`src/rtl/rtu_pkg.sv`:
```
package rtu_pkg;
  localparam int NUM_CH    = 3;
  localparam int DATA_W    = 32;
  localparam int ADDR_W    = 8;
  localparam int CTRL_W    = 8;
  localparam int FREE_W    = 40;
  localparam int FREE_HI_W = FREE_W - DATA_W;
  localparam int NARROW_W  = 16;

  localparam int EN_BIT      = 7;
  localparam int PERIOD_BIT  = 6;
  localparam int SLOWSEL_BIT = 3;
  localparam int FREE_EN_BIT = 8;

  localparam logic [1:0] OFF_LOAD  = 2'd0;
  localparam logic [1:0] OFF_VALUE = 2'd1;
  localparam logic [1:0] OFF_CTRL  = 2'd2;
  localparam logic [1:0] OFF_CLEAR = 2'd3;
  localparam logic [1:0] FREE_SEL  = 2'd3;

  function automatic int chanWidth(input int c);
    return (c == NUM_CH - 1) ? DATA_W : NARROW_W;
  endfunction

  typedef struct packed {
    logic [NUM_CH-1:0] loadWr;
    logic [NUM_CH-1:0] ctrlWr;
    logic [NUM_CH-1:0] clearWr;
    logic              freeHiWr;
    logic [DATA_W-1:0] wdata;
  } strobe_t;
endpackage

```
`src/rtl/timer_channel.sv`:
```
module timer_channel
  import rtu_pkg::*;
#(
  parameter int W = 16
) (
  input  logic              clk,
  input  logic              rstN,
  input  logic              loadWr,
  input  logic              ctrlWr,
  input  logic              clearWr,
  input  logic [DATA_W-1:0] wdata,
  input  logic              slowTick,
  input  logic              fastTick,
  output logic [W-1:0]      countQ,
  output logic [W-1:0]      loadQ,
  output logic [CTRL_W-1:0] ctrlQ,
  output logic              irq
);
  logic enabled, tick, atZero, underflow;

  assign enabled   = ctrlQ[EN_BIT];
  assign tick      = enabled & (ctrlQ[SLOWSEL_BIT] ? slowTick : fastTick);
  assign atZero    = (countQ == '0);
  assign underflow = tick & atZero;

  always_ff @(posedge clk) begin
    if (!rstN) begin
      countQ <= '0;
      loadQ  <= '0;
      ctrlQ  <= '0;
      irq    <= 1'b0;
    end else begin
      if (loadWr) loadQ <= wdata[W-1:0];
      if (ctrlWr) ctrlQ <= wdata[CTRL_W-1:0];
      if (tick) begin
        if (atZero) countQ <= ctrlQ[PERIOD_BIT] ? loadQ : '1;
        else        countQ <= countQ - 1'b1;
      end else if (loadWr && !enabled) begin
        countQ <= wdata[W-1:0];
      end
      if (underflow)    irq <= 1'b1;
      else if (clearWr) irq <= 1'b0;
    end
  end

  assert_hold_when_off_R3: assert property (@(posedge clk) disable iff (!rstN)
    (!enabled && !loadWr) |=> $stable(countQ));
  assert_step_down_R3: assert property (@(posedge clk) disable iff (!rstN)
    (tick && !atZero) |=> (countQ == $past(countQ) - 1'b1));
  assert_reload_R4: assert property (@(posedge clk) disable iff (!rstN)
    (underflow && ctrlQ[PERIOD_BIT]) |=> (countQ == $past(loadQ)));
  assert_wrap_R5: assert property (@(posedge clk) disable iff (!rstN)
    (underflow && !ctrlQ[PERIOD_BIT]) |=> (countQ == {W{1'b1}}));
  assert_irq_set_R6: assert property (@(posedge clk) disable iff (!rstN)
    underflow |=> irq);
  assert_irq_clear_R7: assert property (@(posedge clk) disable iff (!rstN)
    (clearWr && !underflow) |=> !irq);
  assert_running_load_R10: assert property (@(posedge clk) disable iff (!rstN)
    (loadWr && enabled && !tick) |=> $stable(countQ));
endmodule

```
`src/rtl/timer_datapath.sv`:
```
module timer_datapath
  import rtu_pkg::*;
(
  input  logic                           clk,
  input  logic                           rstN,
  input  strobe_t                        strobes,
  input  logic                           slowTick,
  input  logic                           fastTick,
  output logic [NUM_CH-1:0][DATA_W-1:0]  chanValue,
  output logic [NUM_CH-1:0][DATA_W-1:0]  chanLoad,
  output logic [NUM_CH-1:0][CTRL_W-1:0]  chanCtrl,
  output logic [NUM_CH-1:0]              chanIrq,
  output logic [FREE_W-1:0]              freeCnt,
  output logic                           freeEn
);
  for (genvar c = 0; c < NUM_CH; c++) begin : g_chan
    localparam int CW = chanWidth(c);
    logic [CW-1:0] countQ, loadQ;
    timer_channel #(.W(CW)) i_channel (
      .clk      (clk),
      .rstN     (rstN),
      .loadWr   (strobes.loadWr[c]),
      .ctrlWr   (strobes.ctrlWr[c]),
      .clearWr  (strobes.clearWr[c]),
      .wdata    (strobes.wdata),
      .slowTick (slowTick),
      .fastTick (fastTick),
      .countQ   (countQ),
      .loadQ    (loadQ),
      .ctrlQ    (chanCtrl[c]),
      .irq      (chanIrq[c])
    );
    assign chanValue[c] = DATA_W'(countQ);
    assign chanLoad[c]  = DATA_W'(loadQ);
  end

  always_ff @(posedge clk) begin
    if (!rstN) begin
      freeCnt <= '0;
      freeEn  <= 1'b0;
    end else if (strobes.freeHiWr) begin
      freeEn <= strobes.wdata[FREE_EN_BIT];
      if (!strobes.wdata[FREE_EN_BIT]) freeCnt <= '0;
    end else if (freeEn && fastTick) begin
      freeCnt <= freeCnt + 1'b1;
    end
  end

  assert_free_step_R11: assert property (@(posedge clk) disable iff (!rstN)
    (freeEn && fastTick && !strobes.freeHiWr) |=> (freeCnt == $past(freeCnt) + 1'b1));
  assert_free_stop_R11: assert property (@(posedge clk) disable iff (!rstN)
    (strobes.freeHiWr && !strobes.wdata[FREE_EN_BIT]) |=> (freeCnt == '0 && !freeEn));
endmodule

```
`src/rtl/timer_ctrl.sv`:
```
module timer_ctrl
  import rtu_pkg::*;
(
  input  logic                           clk,
  input  logic                           rstN,
  input  logic                           busWr,
  input  logic                           busRd,
  input  logic [ADDR_W-1:0]              busAddr,
  input  logic [DATA_W-1:0]              busWdata,
  output logic [DATA_W-1:0]              busRdata,
  output strobe_t                        strobes,
  input  logic [NUM_CH-1:0][DATA_W-1:0]  chanValue,
  input  logic [NUM_CH-1:0][DATA_W-1:0]  chanLoad,
  input  logic [NUM_CH-1:0][CTRL_W-1:0]  chanCtrl,
  input  logic [FREE_W-1:0]              freeCnt,
  input  logic                           freeEn
);
  logic       regionOk;
  logic [1:0] sel, off;

  assign regionOk = (busAddr[ADDR_W-1:6] == '0);
  assign sel      = busAddr[5:4];
  assign off      = busAddr[3:2];

  always_comb begin
    strobes       = '0;
    strobes.wdata = busWdata;
    if (busWr && regionOk) begin
      for (int c = 0; c < NUM_CH; c++) begin
        if (sel == 2'(c)) begin
          strobes.loadWr[c]  = (off == OFF_LOAD);
          strobes.ctrlWr[c]  = (off == OFF_CTRL);
          strobes.clearWr[c] = (off == OFF_CLEAR);
        end
      end
      if (sel == FREE_SEL && off == 2'd1) strobes.freeHiWr = 1'b1;
    end
  end

  always_comb begin
    busRdata = '0;
    if (busRd && regionOk) begin
      for (int c = 0; c < NUM_CH; c++) begin
        if (sel == 2'(c)) begin
          case (off)
            OFF_LOAD:  busRdata = chanLoad[c];
            OFF_VALUE: busRdata = chanValue[c];
            OFF_CTRL:  busRdata = DATA_W'(chanCtrl[c]);
            default:   busRdata = '0;
          endcase
        end
      end
      if (sel == FREE_SEL) begin
        if (off == 2'd0)      busRdata = freeCnt[DATA_W-1:0];
        else if (off == 2'd1) busRdata = DATA_W'({freeEn, freeCnt[FREE_W-1:DATA_W]});
      end
    end
  end

  assert_one_strobe_R12: assert property (@(posedge clk) disable iff (!rstN)
    $onehot0({strobes.loadWr, strobes.ctrlWr, strobes.clearWr, strobes.freeHiWr}));
  assert_idle_read_R12: assert property (@(posedge clk) disable iff (!rstN)
    !busRd |-> (busRdata == '0));
endmodule

```
`src/rtl/reload_timer_unit.sv`:
```
module reload_timer_unit
  import rtu_pkg::*;
(
  input  logic              clk,
  input  logic              rstN,
  input  logic              busWr,
  input  logic              busRd,
  input  logic [ADDR_W-1:0] busAddr,
  input  logic [DATA_W-1:0] busWdata,
  output logic [DATA_W-1:0] busRdata,
  input  logic              slowTick,
  input  logic              fastTick,
  output logic [NUM_CH-1:0] chanIrq
);
  strobe_t                       strobes;
  logic [NUM_CH-1:0][DATA_W-1:0] chanValue, chanLoad;
  logic [NUM_CH-1:0][CTRL_W-1:0] chanCtrl;
  logic [FREE_W-1:0]             freeCnt;
  logic                          freeEn;

  timer_ctrl i_ctrl (
    .clk(clk), .rstN(rstN), .busWr(busWr), .busRd(busRd), .busAddr(busAddr),
    .busWdata(busWdata), .busRdata(busRdata), .strobes(strobes),
    .chanValue(chanValue), .chanLoad(chanLoad), .chanCtrl(chanCtrl),
    .freeCnt(freeCnt), .freeEn(freeEn)
  );

  timer_datapath i_datapath (
    .clk(clk), .rstN(rstN), .strobes(strobes), .slowTick(slowTick),
    .fastTick(fastTick), .chanValue(chanValue), .chanLoad(chanLoad),
    .chanCtrl(chanCtrl), .chanIrq(chanIrq), .freeCnt(freeCnt), .freeEn(freeEn)
  );

  assert_free_no_irq_R11: assert property (@(posedge clk) disable iff (!rstN)
    (strobes.clearWr == '0 && $stable(chanCtrl) && !slowTick && !fastTick) |=> $stable(chanIrq));
endmodule

```
`config.mk`:
```
export PLATFORM = sky130hd
export DESIGN_NAME = reload_timer_unit
export DESIGN_NICKNAME = d
export VERILOG_FILES = /design/src/rtl/rtu_pkg.sv /design/src/rtl/timer_channel.sv /design/src/rtl/timer_datapath.sv /design/src/rtl/timer_ctrl.sv /design/src/rtl/reload_timer_unit.sv
export SDC_FILE = /design/constraint.sdc
export NUM_CORES = 1
export LEC_CHECK = 0
export BUFFER_PORTS_ARGS = -buffer_cell sky130_fd_sc_hd__buf_2
export CORE_MARGIN = 4
export CORE_UTILIZATION = 55
export CTS_CLUSTER_SIZE = 25
export DETAILED_ROUTE_END_ITERATION = 8
export GPL_TIMING_DRIVEN = 0
export HOLD_SLACK_MARGIN = 0.05
export PLACE_DENSITY_LB_ADDON = 0.08
export SYNTH_ARGS = -nofsm -noshare
export SYNTH_HDL_FRONTEND = slang
export SYNTH_SLANG_ARGS = --single-unit
```
`constraint.sdc`:
```
create_clock -name clk -period 3 [get_ports clk]
set_clock_uncertainty 0.2 [all_clocks]
set_input_delay 0.15 -clock clk [delete_from_list [all_inputs] [get_ports clk]]
set_output_delay 0.15 -clock clk [all_outputs]
set_load 0.005 [all_outputs]
```
==> parameters.txt, run 1 <==
Parameter                              Value

Status
  Result of the run ... complete, no violations

Global route
  GRT Overall Usage ... 35.4%
  Grt ovf ... 0
  Largest net degree at the start of global routing ... 19
  Global-route wire length before repair ... 67.8 mm
  Vias in the first global route ... 11900
  Initial antenna violation count ... 0

Cells and area
  Ratio of cells with drive above 1 in the final layout ... 11.1%
  Layout overhead on the synthesized area ... 12.5%
  Layout Cells excl Fill ... 1960
  Fin nets ... 1720
  Number of inserted diodes ... 0

Yosys
  Synth cell types ... 79
  Share of the yosys chip area belonging to registers ... 32.2%
  Synthesized area divided by synthesized cell count ... 7.85 sq um
  List of most frequent post-synthesis cells ... nand2_1 (238), dfxtp_1 (196), a21oi_1 (154)
  Number of instances in the synthesized netlist ... 1553
  Area of the mapped netlist ... 0.0122 sq mm
  Primary FF master, synth ... dfxtp_1
  Number of enable flip-flop cells after synthesis ... 0
  Post-synth ARST share ... 0%
  Yosys synthesis warning count ... 0
  Post-synth top area cell ... dfxtp_1
  Synth top area cells ... dfxtp_1 (32%), mux2i_1 (7.7%), nand2_1 (7.3%)
  Library cell with the highest instance count after synthesis ... nand2_1
  Count of state elements after synthesis ... 196
  Synthesized Nets ... 1606
  Yosys top cell area share ... 32.2%

Place
  Half-perimeter wire length of the detailed placement result ... 32.6 mm
  Post-placement cell count ... 1900
  Buffers on Ports ... 67
  Final RePlAce weighted congestion ... 1.04

Clock tree
  Clock H-tree levels ... 4
  Clock Root Buffer ... clkbuf_16
  Number of buffers added by the clock tree synthesis step ... 17
  Clock sink count ... 196
  TritonCTS clock tree ... yes
  Maximum root-to-sink buffer count ... 2
  Clock Latency Late Sink ... 0.45 ns
  Clock-pin slew reported for the worst setup and hold paths after clock tree synthesis ... 0.08 ns

Power and ir drop
  Leakage component of the power ... 5.14 nW
  Power per Cell Area ... 406 mW/mm^2
  Overall Power ... 5.57 mW
  Peak supply drop ... 0.328 mV

Timing
  Transition time of the tightest slew-check pin ... 0.965 ns
  Setup TNS ... 0 ns
  Achievable Freq ... 0.345 GHz
  Final Critical Period ... 2.90 ns
  Final count of negative-setup-slack endpoints ... 0
  Final number of hold-violating endpoints ... 0
  Final period utilization ... 96.5%
  Number of pins exceeding their max-slew limit in the final report ... 0
  Unrepaired setup endpoints after global routing ... false
  Worst slew margin ... 35.6%

Worst setup path
  Buffers and inverters on the worst path ... 4
  CP max FO ... 10
  Critical Setup Path Class ... in2out
  Chain of cells forming the critical path ... buf_2 > buf_1 > nor3_1 > clkbuf_1 > a22oi_1 > a21oi_1 > buf_2
  Gate family responsible for the most delay along the worst path ... buffers and inverters
  CP dominant cell by count ... buf_2
  Delay of the slowest cell on the worst path ... 0.73 ns
  Required time worst endpoint ... 2.65 ns
  Worst Setup End Kind ... primary output
  Launching element type of the critical path ... primary input
  Data arrival time of the critical path ... 2.55 ns
  Worst-path cell with the longest stage delay ... nor3_1

Detailed routing
  Average via count per standard cell ... 6.55
  Iteration-0 DRC Markers ... 1390
  Routed wire length ... 44.9 mm
  Routed wire per std cell ... 22.9 microns
  Count of vias placed by the detailed router ... 12800
  Detailed-router iteration count before antenna repair ... 5
  DRC viols ... 0
  Detail Route Antenna Nets ... 0

Floorplan
  Area inside the core boundary ... 0.0218 sq mm
  Die ar. ... 0.0246 sq mm
  Starting density of the core ... 55.9%
  Number of standard-cell rows in the floorplan ... 54
  Top Ports ... 81
  Die Ht ... 157 microns
  Chip width ... 157 microns

Min path
  Worst Hold Class ... in2reg

Flow run
  Max_cap viols ... 0
## tightest hold or removal path: stages
cell and delay (ns):
clkbuf_1 0.34, nand2_1 0.15, a21oi_1 0.06
## kinds of logic after synthesis
family / Yosys count / synth area share (%)
AOI/OAI and AO/OA: 399 / 22.1
xor gates and xnor gates: 57 / 4.09
adders and majority gates: 7 / 0.718
buffers and inverters: 150 / 5.28
DFF: 196 / 32.2
muxes: 112 / 9.50
and+or+nand+nor: 632 / 26.1
## final cells by class
cell class	count	area, sq um
Clock buffer	18	439
Inverter	19	71.3
Sequential cell	196	3920
Tap cell	280	350
Multi-Input combinational cell	1207	7630
Timing Repair Buffer	95	616
Clock inverter	14	115
Fill cell	2002	8100
Buffer	131	576
## sequential cells by signal (all words and copies together) (netlist names)
| name | flops |
|---|---|
| i_datapath.g_chan.i_channel.countQ | 64 |
| i_datapath.g_chan.i_channel.loadQ | 64 |
| i_datapath.freeCnt | 40 |
| i_datapath.g_chan.i_channel.ctrlQ | 24 |
| i_datapath.g_chan.i_channel.irq | 3 |
| i_datapath.freeEn | 1 |
## through the flow
stage / instance area (sq um) / hold WS (ns) / setup WS [ns] / util [%]
6_report: 13700 / 0.0923 / 0.104 / 62.9
5_1_grt: 13700 / 0.0848 / 0.0307 / 62.9
4_1_cts: 13700 / 0.0630 / 0.143 / 62.9
3_5_place_dp: 12900 / 0.213 / 0.159 / 59.0
3_3_place_gp: 12900 / 0.209 / 0.191 / 59.0
2_1_floorplan: 12200 / 0.0860 / 0.717 / -
## report_power, final
| group | leakage [nW] | internal [mW] | switching, mW | total, mW |
|---|---|---|---|---|
| Sequential | 1.58 | 2.61 | 0.0144 | 2.62 |
| Combinational | 3.28 | 0.219 | 0.442 | 0.661 |
| Clock | 0.276 | 1.11 | 1.17 | 2.29 |
| Total | 5.14 | 3.94 | 1.63 | 5.57 |
## per-layer routing
layer | global-route usage (%) | routed length (microns)
met5 | 0 | 0
met3 | 5.88 | 4400
met1 | 46.1 | 17600
met4 | 20.7 | 2830
met2 | 55.5 | 20000
## path summary, 6_finish.rpt
check	slack [ns]	from	to	cells past startpoint
setup / recovery	0.10	busAddr[2]	busRdata[17]	7
hold / removal	0.09	busWdata[4]	i_datapath.g_chan[1].i_channel.loadQ[4]	3
setup reg to reg	0.19	i_datapath.g_chan[2].i_channel.countQ[0]	i_datapath.g_chan[2].i_channel.countQ[26]	7
hold reg to reg	0.27	i_datapath.g_chan[1].i_channel.loadQ[10]	i_datapath.g_chan[1].i_channel.loadQ[10]	2
## layout by cell type (no fill, tap or decap), types with 17 or more instances in the layout
| master | count |
|---|---|
| nand2_1 | 238 |
| dfxtp_1 | 196 |
| a21oi_1 | 154 |
| nor2_1 | 121 |
| mux2i_1 | 94 |
| clkbuf_1 | 92 |
| buf_2 | 87 |
| nor3_1 | 47 |
| o21ai_0 | 40 |
| a211oi_1 | 38 |
| nand3_1 | 38 |
| xnor2_1 | 38 |
| or3_1 | 33 |
| dlygate4sd3_1 | 28 |
| a22oi_1 | 24 |
| nand4_1 | 21 |
| xor2_1 | 19 |
| inv_1 | 18 |
| clkbuf_16 | 17 |
## what timing repair did
action	CTS	global route
endpoints found under the setup margin	0	5
hold buffers	28	0
resized for setup	0	3
hold endpoints to repair	80	0
setup buffers	0	0
(Power assumes the default switching activity.)
==> run 2: changes to the inputs <==
Settings changed: CORE_UTILIZATION 55 to 30, HOLD_SLACK_MARGIN 0.05 to 0.08, REMOVE_ABC_BUFFERS from default to 1.
==> run 2 against run 1 <==
Sequential share of layout area shrank 0.69 points. Clock power grew 24%. Non-clock buffer count shrank 96. Wire length grew 6.5%. First-iteration DRC count shrank 46%. Register-to-register slack lost 0.03 ns. Critical path type is now reg2reg.
==> parameters.txt, run 2 (same netlist as run 1, synthesis figures left out) <==
Parameter                              Value

Global route
  Global-route wire length before repair ... 72.6 mm (+7.1%)
  Initial antenna violation count ... 0 (unchanged)
  Vias in the first global route ... 11500 (-3.5%)
  Grt ovf ... 0 (unchanged)
  GRT Overall Usage ... 21.3% (-14 points)
  Largest net degree at the start of global routing ... 69 (+50)

Power and ir drop
  Internal power consumption ... 4.53 mW (+15%)
  Sequential share of power ... 42.9% (-4.2 points)
  Power per Cell Area ... 435 mW/mm^2 (+7.2%)
  Share of total power in the clock network ... 46.2% (+5.2 points)
  Peak supply drop ... 0.331 mV (+0.86%)
  Overall Power ... 6.12 mW (+9.8%)
  Switching power summed over all nets ... 1.59 mW (-2.6%)
  Logic gate share of total power ... 10.8% (-1.1 points)
  Leakage component of the power ... 5.17 nW (+0.55%)
  Switching Share ... 25.9% (-3.3 points)

Timing
  Final count of negative-setup-slack endpoints ... 0 (unchanged)
  Final Critical Period ... 2.84 ns (-0.0533 ns)
  Achievable Freq ... 0.352 GHz (+1.9%)
  Setup TNS ... 0 ns (unchanged)
  Unrepaired setup endpoints after global routing ... false
  Transition time of the tightest slew-check pin ... 1.09 ns (+0.125 ns)
  Worst slew margin ... 27.3% (-8.3 points)
  Number of pins exceeding their max-slew limit in the final report ... 0 (unchanged)
  Final number of hold-violating endpoints ... 0 (unchanged)
  Final period utilization ... 94.7% (-1.8 points)

Cells and area
  Ratio of cells with drive above 1 in the final layout ... 12.6% (+1.6 points)
  Layout overhead on the synthesized area ... 15.3%
  Fin nets ... 1624 (-5.6%)
  Layout Cells excl Fill ... 2110 (+7.7%)
  End-of-flow core utilization ... 35.1% (-28 points)
  Leading cell type in the layout, fill and taps excluded ... nand2_1
  Most frequent cells in the layout ... nand2_1 (236), dfxtp_1 (196), a21oi_1 (154)
  Largest registers ... i_datapath.g_chan.i_channel.countQ (64), i_datapath.g_chan.i_channel.loadQ (64), i_datapath.freeCnt (40)

Min path
  Depth of the worst hold-timing path ... 3 (unchanged)
  Worst Hold Class ... in2reg

Detailed routing
  DRC viols ... 0 (unchanged)
  Detail Route Antenna Nets ... 0 (unchanged)
  Routed wire per std cell ... 22.6 microns (-1.1%)
  Iteration-0 DRC Markers ... 750 (-46%)
  Count of vias placed by the detailed router ... 11800 (-8.3%)
  Detailed-router iteration count before antenna repair ... 8 (+3)
  Routed wire length ... 47.8 mm (+6.5%)
  Average via count per standard cell ... 5.58 (-15%)

Floorplan
  Number of standard-cell rows in the floorplan ... 73 (+35%)
  Die Ht ... 210 microns (+34%)
  Chip width ... 210 microns (+34%)
  Area inside the core boundary ... 0.0400 sq mm (+83%)
  Die ar. ... 0.0439 sq mm (+78%)
  Starting density of the core ... 30.5% (-25 points)
  Top Ports ... 81 (unchanged)

Flow run
  Max_cap viols ... 0 (unchanged)

Worst setup path
  Gate family responsible for the most delay along the worst path ... simple AND/OR/NAND/NOR gates
  Required time worst endpoint ... 3.18 ns (+0.53 ns)
  Delay of the slowest cell on the worst path ... 0.59 ns (-0.14 ns)
  Launching element type of the critical path ... flop
  Buffers and inverters on the worst path ... 1 (-3)
  Worst Setup End Kind ... flop
  Data arrival time of the critical path ... 3.02 ns (+0.47 ns)
  Worst-path cell with the longest stage delay ... nor3_1
  Crit. path cell count ... 6 (-1)
  Chain of cells forming the critical path ... nor3_1 > nand3_1 > nor4_4 > buf_6 > mux2_2 > a221oi_1
  Critical Setup Path Class ... reg2reg
  CP max FO ... 10 (unchanged)
  R2r worst-path depth ... 6 (-1)

Place
  Final RePlAce weighted congestion ... 0.861 (-17%)
  Post-placement cell count ... 2034 (+7.1%)
  Half-perimeter wire length of the detailed placement result ... 32.8 mm (+0.56%)
  Buffers on Ports ... 78 (+16%)

Clock tree
  Clock H-tree levels ... 4 (unchanged)
  Number of buffers added by the clock tree synthesis step ... 17 (unchanged)
  Clock sink count ... 196 (unchanged)
  Clock-pin slew reported for the worst setup and hold paths after clock tree synthesis ... 0.08 ns (about the same)
  Clock Root Buffer ... clkbuf_16
  Maximum root-to-sink buffer count ... 2 (unchanged)
  Clock Latency Late Sink ... 0.47 ns (+0.02 ns)
  TritonCTS clock tree ... yes

Status
  Result of the run ... complete, no violations
==> run 2: through the flow <==
stage	cell area [sq um]	hold WS [ns]	worst slack [ns]
floorplan	11600	0.0812	0.148
global placement	12700	0.211	-2.16
detailed placement	12900	0.216	-0.895
CTS	14000	0.164	0.0257
global route	14100	0.237	0.0177
finish	14100	0.218	0.158
==> run 2: final timing paths <==
kind,startpoint,to,slack [ns]
hold reg to reg,i_datapath.g_chan[1].i_channel.loadQ[1],i_datapath.g_chan[1].i_channel.loadQ[1],0.27
setup / recovery,i_datapath.g_chan[2].i_channel.countQ[2],i_datapath.g_chan[2].i_channel.countQ[1],0.16
setup reg to reg,i_datapath.g_chan[2].i_channel.countQ[2],i_datapath.g_chan[2].i_channel.countQ[1],0.16
hold / removal,busAddr[4],i_datapath.g_chan[0].i_channel.irq,0.22
==> run 2: power by group through the flow <==
stage               Combinational [mW]  Sequential [mW]  Clock, mW
global route                     0.712             2.63       2.97
detailed placement               0.611             2.69          0
finish                           0.662             2.63       2.83
CTS                              0.661             2.63       2.90
floorplan                        0.313             2.68          0
global placement                 0.589             2.69          0
==> run 2: worst min-delay path: cells and delay by family <==
family          cells  cell delay [ns]
buf+inv             1             0.29
compound gates      2             0.36
==> run 2: cell type report <==
class,count,area (sq um)
Antenna cell,1,2.50
Fill cell,4300,25900
Sequential cell,196,3920
Clock inverter,13,253
Multi-Input combinational cell,1207,7710
Clock buffer,19,453
Tap cell,525,657
Timing Repair Buffer,130,980
Inverter,19,73.8
==> run 2: timing repair <==
item	CTS	global route
buffers inserted	10	0
hold buffers	33	0
gates cloned	0	0
pin swaps	4	0
gates resized for setup	9	6
hold endpoints to repair	151	0
endpoints found under the setup margin	74	9
==> run 2: per-layer routing <==
| metal | track usage, % | wire [microns] | up-vias |
|---|---|---|---|
| li1 | - | - | 5711 |
| met1 | 28.4 | 21900 | 5786 |
| met2 | 36.1 | 23100 | 252 |
| met3 | 3.66 | 2070 | 35 |
| met4 | 4.75 | 667 | 0 |
| met5 | 0 | 0 | - |
